### src/rtl/pwc_pkg.sv
package pwc_pkg;
   localparam int unsigned CODE_W = 8;
   localparam logic [CODE_W-1:0] CAUSE_WR_CONFLICT = 8'h1D;
   localparam logic [CODE_W-1:0] EVT_PRECISE       = 8'h02;
   localparam logic [CODE_W-1:0] CODE_NONE         = 8'h00;

   typedef enum logic {
      RPT_USER   = 1'b0,
      RPT_SYSTEM = 1'b1
   } rpt_mode_e;

   typedef struct packed {
      logic valid;
      logic pair;
      logic skip;
   } wr_ctl_t;
endpackage

### src/rtl/pwc_slot_check.sv
module pwc_slot_check #(
   parameter int unsigned NUM_REGS = 32,
   parameter int unsigned IW       = 7
) (
   input  logic                en,
   input  logic [IW-1:0]       idx,
   input  logic [NUM_REGS-1:0] acc_in,
   output logic [NUM_REGS-1:0] acc_out,
   output logic                hit
);
   localparam int unsigned SEL_W = (NUM_REGS > 1) ? $clog2(NUM_REGS) : 1;

   if (IW < SEL_W) begin : g_bad_iw
      $error("pwc_slot_check: index width too small for register count");
   end

   logic                in_range;
   logic [SEL_W-1:0]    sel;
   logic [NUM_REGS-1:0] onehot;
   logic                active;

   always_comb begin
      in_range = (int'(idx) < int'(NUM_REGS));
      sel      = idx[SEL_W-1:0];
      onehot   = {{(NUM_REGS-1){1'b0}}, 1'b1} << sel;
      active   = en & in_range;
      hit      = active & (|(acc_in & onehot));
      acc_out  = active ? (acc_in | onehot) : acc_in;
   end
endmodule

### src/rtl/pwc_port_stage.sv
module pwc_port_stage #(
   parameter int unsigned NUM_REGS     = 32,
   parameter int unsigned IDX_W        = 6,
   parameter bit          PAIR_SUPPORT = 1'b1
) (
   input  pwc_pkg::wr_ctl_t    ctl,
   input  logic [IDX_W-1:0]    reg_idx,
   input  logic [NUM_REGS-1:0] acc_in,
   output logic [NUM_REGS-1:0] acc_out,
   output logic                hit
);
   localparam int unsigned IW = IDX_W + 1;

   logic                en;
   logic [IW-1:0]       idx_lo;
   logic [NUM_REGS-1:0] acc_mid;
   logic                hit_lo;

   always_comb begin
      en     = ctl.valid & ~ctl.skip;
      idx_lo = {1'b0, reg_idx};
   end

   pwc_slot_check #(.NUM_REGS(NUM_REGS), .IW(IW)) u_lo (
      .en      (en),
      .idx     (idx_lo),
      .acc_in  (acc_in),
      .acc_out (acc_mid),
      .hit     (hit_lo)
   );

   if (PAIR_SUPPORT) begin : g_pair
      logic [IW-1:0] idx_hi;
      logic          hit_hi;
      logic          en_hi;

      always_comb begin
         idx_hi = idx_lo + IW'(1);
         en_hi  = en & ctl.pair;
      end

      pwc_slot_check #(.NUM_REGS(NUM_REGS), .IW(IW)) u_hi (
         .en      (en_hi),
         .idx     (idx_hi),
         .acc_in  (acc_mid),
         .acc_out (acc_out),
         .hit     (hit_hi)
      );

      assign hit = hit_lo | hit_hi;
   end else begin : g_single
      assign acc_out = acc_mid;
      assign hit     = hit_lo;
   end
endmodule

### src/rtl/pwc_report.sv
module pwc_report (
   input  logic       clk,
   input  logic       rst,
   input  logic       pkt_start,
   input  logic       conflict,
   input  logic       sys_mode,
   output logic       exc_pulse,
   output logic [7:0] exc_code,
   output logic [7:0] cause_reg
);
   import pwc_pkg::*;

   logic      reported_q;
   logic      reported_base;
   logic      fire;
   rpt_mode_e mode;

   always_comb begin
      mode          = rpt_mode_e'(sys_mode);
      reported_base = pkt_start ? 1'b0 : reported_q;
      fire          = conflict & ~reported_base;
   end

   always_ff @(posedge clk) begin
      if (rst) begin
         reported_q <= 1'b0;
         exc_pulse  <= 1'b0;
         exc_code   <= CODE_NONE;
         cause_reg  <= CODE_NONE;
      end else begin
         reported_q <= reported_base | conflict;
         exc_pulse  <= fire;
         if (!fire) begin
            exc_code <= CODE_NONE;
         end else if (mode == RPT_SYSTEM) begin
            exc_code  <= EVT_PRECISE;
            cause_reg <= CAUSE_WR_CONFLICT;
         end else begin
            exc_code <= CAUSE_WR_CONFLICT;
         end
      end
   end
endmodule

### src/rtl/pkt_wr_conflict_det.sv
module pkt_wr_conflict_det #(
   parameter int unsigned NUM_REGS     = 32,
   parameter int unsigned IDX_W        = 6,
   parameter int unsigned NUM_PORTS    = 4,
   parameter bit          PAIR_SUPPORT = 1'b1
) (
   input  logic                       clk,
   input  logic                       rst,
   input  logic                       pkt_start,
   input  logic                       sys_mode,
   input  logic [NUM_PORTS-1:0]       wr_valid,
   input  logic [NUM_PORTS*IDX_W-1:0] wr_reg,
   input  logic [NUM_PORTS-1:0]       wr_pair,
   input  logic [NUM_PORTS-1:0]       wr_skip,
   output logic                       exc_pulse,
   output logic [7:0]                 exc_code,
   output logic [7:0]                 cause_reg,
   output logic [NUM_REGS-1:0]        written_map
);
   import pwc_pkg::*;

   if (NUM_PORTS < 1) begin : g_bad_ports
      $error("pkt_wr_conflict_det: NUM_PORTS must be at least 1");
   end
   if (NUM_REGS < 2) begin : g_bad_regs
      $error("pkt_wr_conflict_det: NUM_REGS must be at least 2");
   end
   if ((1 << IDX_W) < NUM_REGS) begin : g_bad_idx
      $error("pkt_wr_conflict_det: IDX_W cannot address every register");
   end

   logic [NUM_REGS-1:0]  map_q;
   logic [NUM_REGS-1:0]  acc [NUM_PORTS+1];
   logic [NUM_PORTS-1:0] port_hit;
   logic                 conflict;

   assign acc[0] = pkt_start ? '0 : map_q;

   for (genvar p = 0; p < NUM_PORTS; p++) begin : g_port
      wr_ctl_t ctl;
      assign ctl = '{valid: wr_valid[p], pair: wr_pair[p], skip: wr_skip[p]};

      pwc_port_stage #(
         .NUM_REGS     (NUM_REGS),
         .IDX_W        (IDX_W),
         .PAIR_SUPPORT (PAIR_SUPPORT)
      ) u_stage (
         .ctl     (ctl),
         .reg_idx (wr_reg[p*IDX_W +: IDX_W]),
         .acc_in  (acc[p]),
         .acc_out (acc[p+1]),
         .hit     (port_hit[p])
      );
   end

   assign conflict = |port_hit;

   always_ff @(posedge clk) begin
      if (rst) begin
         map_q <= '0;
      end else begin
         map_q <= acc[NUM_PORTS];
      end
   end

   pwc_report u_report (
      .clk       (clk),
      .rst       (rst),
      .pkt_start (pkt_start),
      .conflict  (conflict),
      .sys_mode  (sys_mode),
      .exc_pulse (exc_pulse),
      .exc_code  (exc_code),
      .cause_reg (cause_reg)
   );

   assign written_map = map_q;
endmodule

### config.mk
export PLATFORM = sky130hd
export DESIGN_NAME = pkt_wr_conflict_det
export DESIGN_NICKNAME = d
export VERILOG_FILES = /design/src/rtl/pwc_pkg.sv /design/src/rtl/pwc_slot_check.sv /design/src/rtl/pwc_port_stage.sv /design/src/rtl/pwc_report.sv /design/src/rtl/pkt_wr_conflict_det.sv
export SDC_FILE = /design/constraint.sdc
export NUM_CORES = 1
export LEC_CHECK = 0
export BUFFER_PORTS_ARGS = -buffer_cell sky130_fd_sc_hd__buf_2
export CAP_MARGIN = 20
export CORE_ASPECT_RATIO = 0.5
export CORE_UTILIZATION = 25
export DETAILED_ROUTE_END_ITERATION = 12
export GPL_TIMING_DRIVEN = 1
export PLACE_DENSITY = 0.5
export SETUP_SLACK_MARGIN = 0.4
export SLEW_MARGIN = 20
export SYNTH_ARGS = -nofsm -noshare
export SYNTH_HDL_FRONTEND = slang
export SYNTH_SLANG_ARGS = --single-unit
### constraint.sdc
create_clock -name clk -period 3.3 [get_ports clk]
set_clock_uncertainty 0.2 [all_clocks]
set_input_delay 0.165 -clock clk [delete_from_list [all_inputs] [get_ports clk]]
set_output_delay 0.165 -clock clk [all_outputs]
set_load 0.03 [all_outputs]
# Word-level counts from Yosys, hierarchy flattened
# Cells that the tools add are included.
# Widths: inputs -> output; s select.
# classes
add_sub_neg,4
magnitude_cmp,8
n_shift,8
muxes,11
n_bitwise,52
reduce_logical,11
# ops
cell,n
$mux 32,9
$and 32x32->32,8
$or 32x32->32,8
$reduce_or 32->1,8
$shl 1x5->32 const A,8
$add 6x1->7 const B,4
$lt 7x6->1 const B,4
$and 1x1->1,25
$lt 6x6->1 const B,4
$not 1->1,6
$mux 5,1
$or 1x1->1,5
$reduce_or 4->1,1
$reduce_and 2->1,1
$reduce_or 2->1,1
$mux 1,1
# totals
ff_bits,43
in_bits,40
out_inout_bits,49
wordCells,99

# Depth between registers and ports, before layout
# depth
word_depth,24
depth_mapped,16

# Modules after synthesis
# Synthesis repeated with hierarchy kept, for this count alone.
# unflattened
cells_unflattened,1080
area_unflattened_um2,7584.8
# by_module_without_submodules
mod,n_inst,cells_per_inst,area_each_um2,seq_area_each_um2
pwc_slot_check,8,111,728.2,0.0
pkt_wr_conflict_det,1,103,1078.5,640.6
pwc_port_stage,4,15,102.6,0.0
pwc_report,1,29,270.3,100.1

# Worst setup path after synthesis
# OpenSTA, ideal clock, no wires.
# synth_timing
kind,in2reg
start,in wr_reg[7]
end,reg u_report.reported_q
setup_time_ps,132
t_arrival_ps,3232
slack_ps,-264
cell_stages,15
n_path_buf,4
path_cell_list,buf_4 buf_6 buf_2 and2_1 ha_1 clkbuf_1 and3_4 a221o_1 o2bb2ai_1 a2111oi_2 nand4_1 a2111oi_1 a21oi_1 nor4_1 a21oi_1
# synth_between
elab_chain_len,17
word_cells_on_any_way,40
cone_classes,add/sub: 1; order compare: 2; shift: 2; mux: 5; bitwise: 23; reduce/logical: 7
# synth_rtl
item,line,text
from (decl),pkt_wr_conflict_det.sv:12,"input logic [NUM_PORTS*IDX_W-1:0] wr_reg,"
"parallel branches: the longest is 15 deep, another holds $add 6x1->7",-,
$reduce_or 4->1 *,pkt_wr_conflict_det.sv:56,assign conflict = |port_hit;
$or 1x1->1 *,pwc_report.sv:31,reported_q <= reported_base | conflict;
to (signal assigned),pwc_report.sv:31,
to (decl),pwc_report.sv:13,logic reported_q;
# Every way passes the cells marked *.
# A chain may end at the register's enable or synchronous reset.

# Final worst setup path
# layout_timing
start,reg map_q[19] (netlist: written_map[19])
end,reg u_report.exc_pulse
# layout_between
elab_chain_len,21
word_cells_on_any_way,45
cone_classes,mux: 8; bitwise: 28; reduce/logical: 9
# layout_rtl
item,line,text
from (decl),pkt_wr_conflict_det.sv:32,logic [NUM_REGS-1:0] map_q;
from (signal assigned),pkt_wr_conflict_det.sv:62,map_q <= acc[NUM_PORTS];
$mux 32 *,pkt_wr_conflict_det.sv:37,assign acc[0] = pkt_start ? '0 : map_q;
$or 32x32->32,pwc_slot_check.sv:28,acc_out = active ? (acc_in | onehot) : acc_in;
$mux 32,pwc_slot_check.sv:28,
$or 32x32->32,pwc_slot_check.sv:28,
$mux 32,pwc_slot_check.sv:28,
$or 32x32->32,pwc_slot_check.sv:28,
$mux 32,pwc_slot_check.sv:28,
$or 32x32->32,pwc_slot_check.sv:28,
(+5 left out),-,
$or 32x32->32,pwc_slot_check.sv:28,
$mux 32,pwc_slot_check.sv:28,
$and 32x32->32,pwc_slot_check.sv:27,hit = active & (|(acc_in & onehot));
$reduce_or 32->1,pwc_slot_check.sv:27,
$and 1x1->1,pwc_slot_check.sv:27,
$or 1x1->1,pwc_port_stage.sv:50,assign hit = hit_lo | hit_hi;
$reduce_or 4->1 *,pkt_wr_conflict_det.sv:56,
$and 1x1->1 *,pwc_report.sv:21,fire = conflict & ~reported_base;
to (signal assigned),pwc_report.sv:32,exc_pulse <= fire;
to (decl),pwc_report.sv:7,"output logic exc_pulse,"
# Every way passes the cells marked *; elsewhere a longest branch is shown, timed or not.

==> results.toml <==
[worst_setup_path]
crit_chain = "nand2b_1 > o41ai_4 > a211oi_4 > buf_12 > o2bb2ai_1 > a2111oi_4 > nand4_1 > a2111oi_4 > a21oi_4 > nor3_4 > buf_6 > a21boi_2"
critPathKind = "register to register"
cp-start-kind = "register"
critPathCaptureType = "register"
path_delay_family = "compound AO/OA/AOI/OAI gates"
critPathBufInv = 2
cpMostUsedCell = "a2111oi_4"
cp.arrival_ps = 3190
cp_slowest_cell = "dfxtp_1"
timing.critical_path.slowest_cell_delay_ps = 410
crit_fanout = 4
cp.required_ps = 3270

[sta]
finalHoldViolCount = 0
fin_crit_ps = 3224
worstMarginPinSlew_ps = 1007
period_share = 0.9771
setup_violations = 0
maxSlewHeadroom = 0.3272
rsz0062_at_grt = "true"
report.final.slew_viol_count = 0
max_clock_freq_mhz = 310.1

[synth]
ys_warn_count = 0
synthArstFlopShare = 0
synth-edff-count = 0
ys_ff_latch = 37
synth.largest_area_cell = "dfxtp_1"
synth_area_leaders = "dfxtp_1 9.4%, nand2_1 5.6%, nor2_1 5.0%, a21oi_1 4.2%, nand3_1 3.1%"
netlist_area_um2 = 7854
synthDistinctLibCells = 115
ys_seq_area_frac = 0.09431
synthCells = 1140
synth_flop_cell = "dfxtp_1"
synth_area_per_cell_um2 = 6.889
netlist.area_leader.share = 0.09431

[status]
status = "complete, no violations"

[place]
hpwl_mm = 46.65
placed_area_um2 = 11830
gp_congestion = 1.080
port_buffers = 81

[drt]
finalWirelength_mm = 57.52
first_pass_iters = 6
drtAntennaViolNets = 0
vias_per_cell = 6.061
wl_per_cell_um = 28.03
num_vias = 12437
drc = 0
drtIter0Drc = 1761

[die]
die_y_um = 127.3
rows = 45
die_w_um = 252.7
initial_core_util = 0.2564
coreArea_um2 = 30630
dieArea_um2 = 32170
ioPinCount = 89

[clock_tree]
clk_pin_slew_worst_paths_ps = 60
root_buffer = "clkbuf_16"
cts_sinks = 37
clk_latency_ps = 280
cts_tree = "built"
cts_buffers = 5
clk_path_buf_depth = 2
h-tree-depth = 2

[power_and_ir_drop]
ir_drop_uv = 224.6
power.density_nw_per_um2 = 164.5
finalPower_mw = 2.231
leakage_nw = 5.558

[global_route]
grt_max_degree = 37
grt_usage = 0.3437
antenna_found_initial = 0
grt_pass1_vias = 11757
grt_first_pass_wirelength_mm = 81.33
grt_overflow = 0

[cells_and_area]
n_fill_cell = 3195
postLayoutCellArea_um2 = 13560
mostFrequentLayoutCell = "buf_4"
largest_reg_flops = 32
nets = 1674
num_antenna_cells = 0
drive_above_1_share = 0.4800
final_core_util = 0.4429
area_growth_pct = 72.71
final_cell_mix = "458 x buf_4, 114 x nand2_1, 100 x nor2_1"

[flow_run]
cap_violations = 0

[worst_hold_path]
hold_path_class = "input pin to register"
==> cell families after synthesis <==
logic type	share of synthesized area
flip-flops	0.09431
other	0.0004775
XOR/XNOR	0.01115
adder cells (fa/ha/maj)	0.009558
buffers and inverters	0.08507
AO/OA/AOI/OAI	0.3919
AND/OR/NAND/NOR	0.3757
multiplexers	0.03186
==> routing by layer <==
metal	up-vias	global-route usage	wire, um
met4	0	0.08877	1684
met2	808	0.4939	22990
li1	5431	-	-
met3	116	0.06744	6170
met1	6082	0.5132	26680
met5	-	0	0
==> layout make-up <==
| type | count | area [um2] | area share |
|---|---|---|---|
| clock buffers | 5 | 125.1 | 0.009224 |
| multi-input cells | 974 | 7361 | 0.5427 |
| repair buffers | 590 | 4684 | 0.3454 |
| well taps | 423 | 529.3 | 0.03902 |
| flip-flops and latches | 37 | 742.0 | 0.05470 |
| inverters | 20 | 78.83 | 0.005811 |
| clock inverters | 3 | 43.79 | 0.003228 |
==> synth_stat cells, drive strengths merged (27+ instances only) <==
library cell,count
a31oi,27
nor2,109
clkbuf,52
o21ai,40
nand4,28
nand2,117
buf,63
a21oi,66
nand3,50
a211oi,28
dfxtp,37
nor2b,35
nor3,39
==> worst register-to-register path, stage by stage, from the launching register on <==
cell	delay (ps)
dfxtp_1	410
nand2b_1	230
o41ai_4	170
a211oi_4	280
buf_12	160
o2bb2ai_1	100
a2111oi_4	330
nand4_1	190
a2111oi_4	410
a21oi_4	140
nor3_4	300
buf_6	150
a21boi_2	50
==> path summary, 6_finish.rpt <==
kind	startpoint	endpoint	cells after the start	slack (ps)
max	written_map[19]	u_report.exc_pulse	12	80
min	rst	written_map[25]	2	220
max reg2reg	written_map[19]	u_report.exc_pulse	12	80
min reg2reg	u_report.cause_reg[0]	u_report.cause_reg[0]	3	530
==> where the power goes <==
part	switching, mW	internal (mW)	total (mW)	leakage [nW]
combinational	0.714	0.516	1.23	5.17
sequential	0.0117	0.455	0.467	0.299
clock	0.177	0.357	0.534	0.0842
==> through the flow <==
step                      setup TNS, ps  worst slack, ps  std cells  hold WS [ps]
after global routing                  0            8.616       2052         247.2
after global placement            -3200           -717.5       1985         165.0
after CTS                             0            156.9       2028         193.4
after detailed placement          -3060           -685.6       1985         177.1
final                                 0            75.72       2052         218.4
after floorplan                       0            197.7       1146         33.86
==> what timing repair did <==
item / in CTS / in global routing
pin swaps: 44 / 54
setup endpoints to repair: 5 / 5
gates cloned: 2 / 1
hold buffers: 1 / 0
resized for setup: 115 / 87
endpoints found under the hold margin: 2 / 0
setup buffers: 32 / 23
Note: power is estimated with default switching activity, not from simulation.
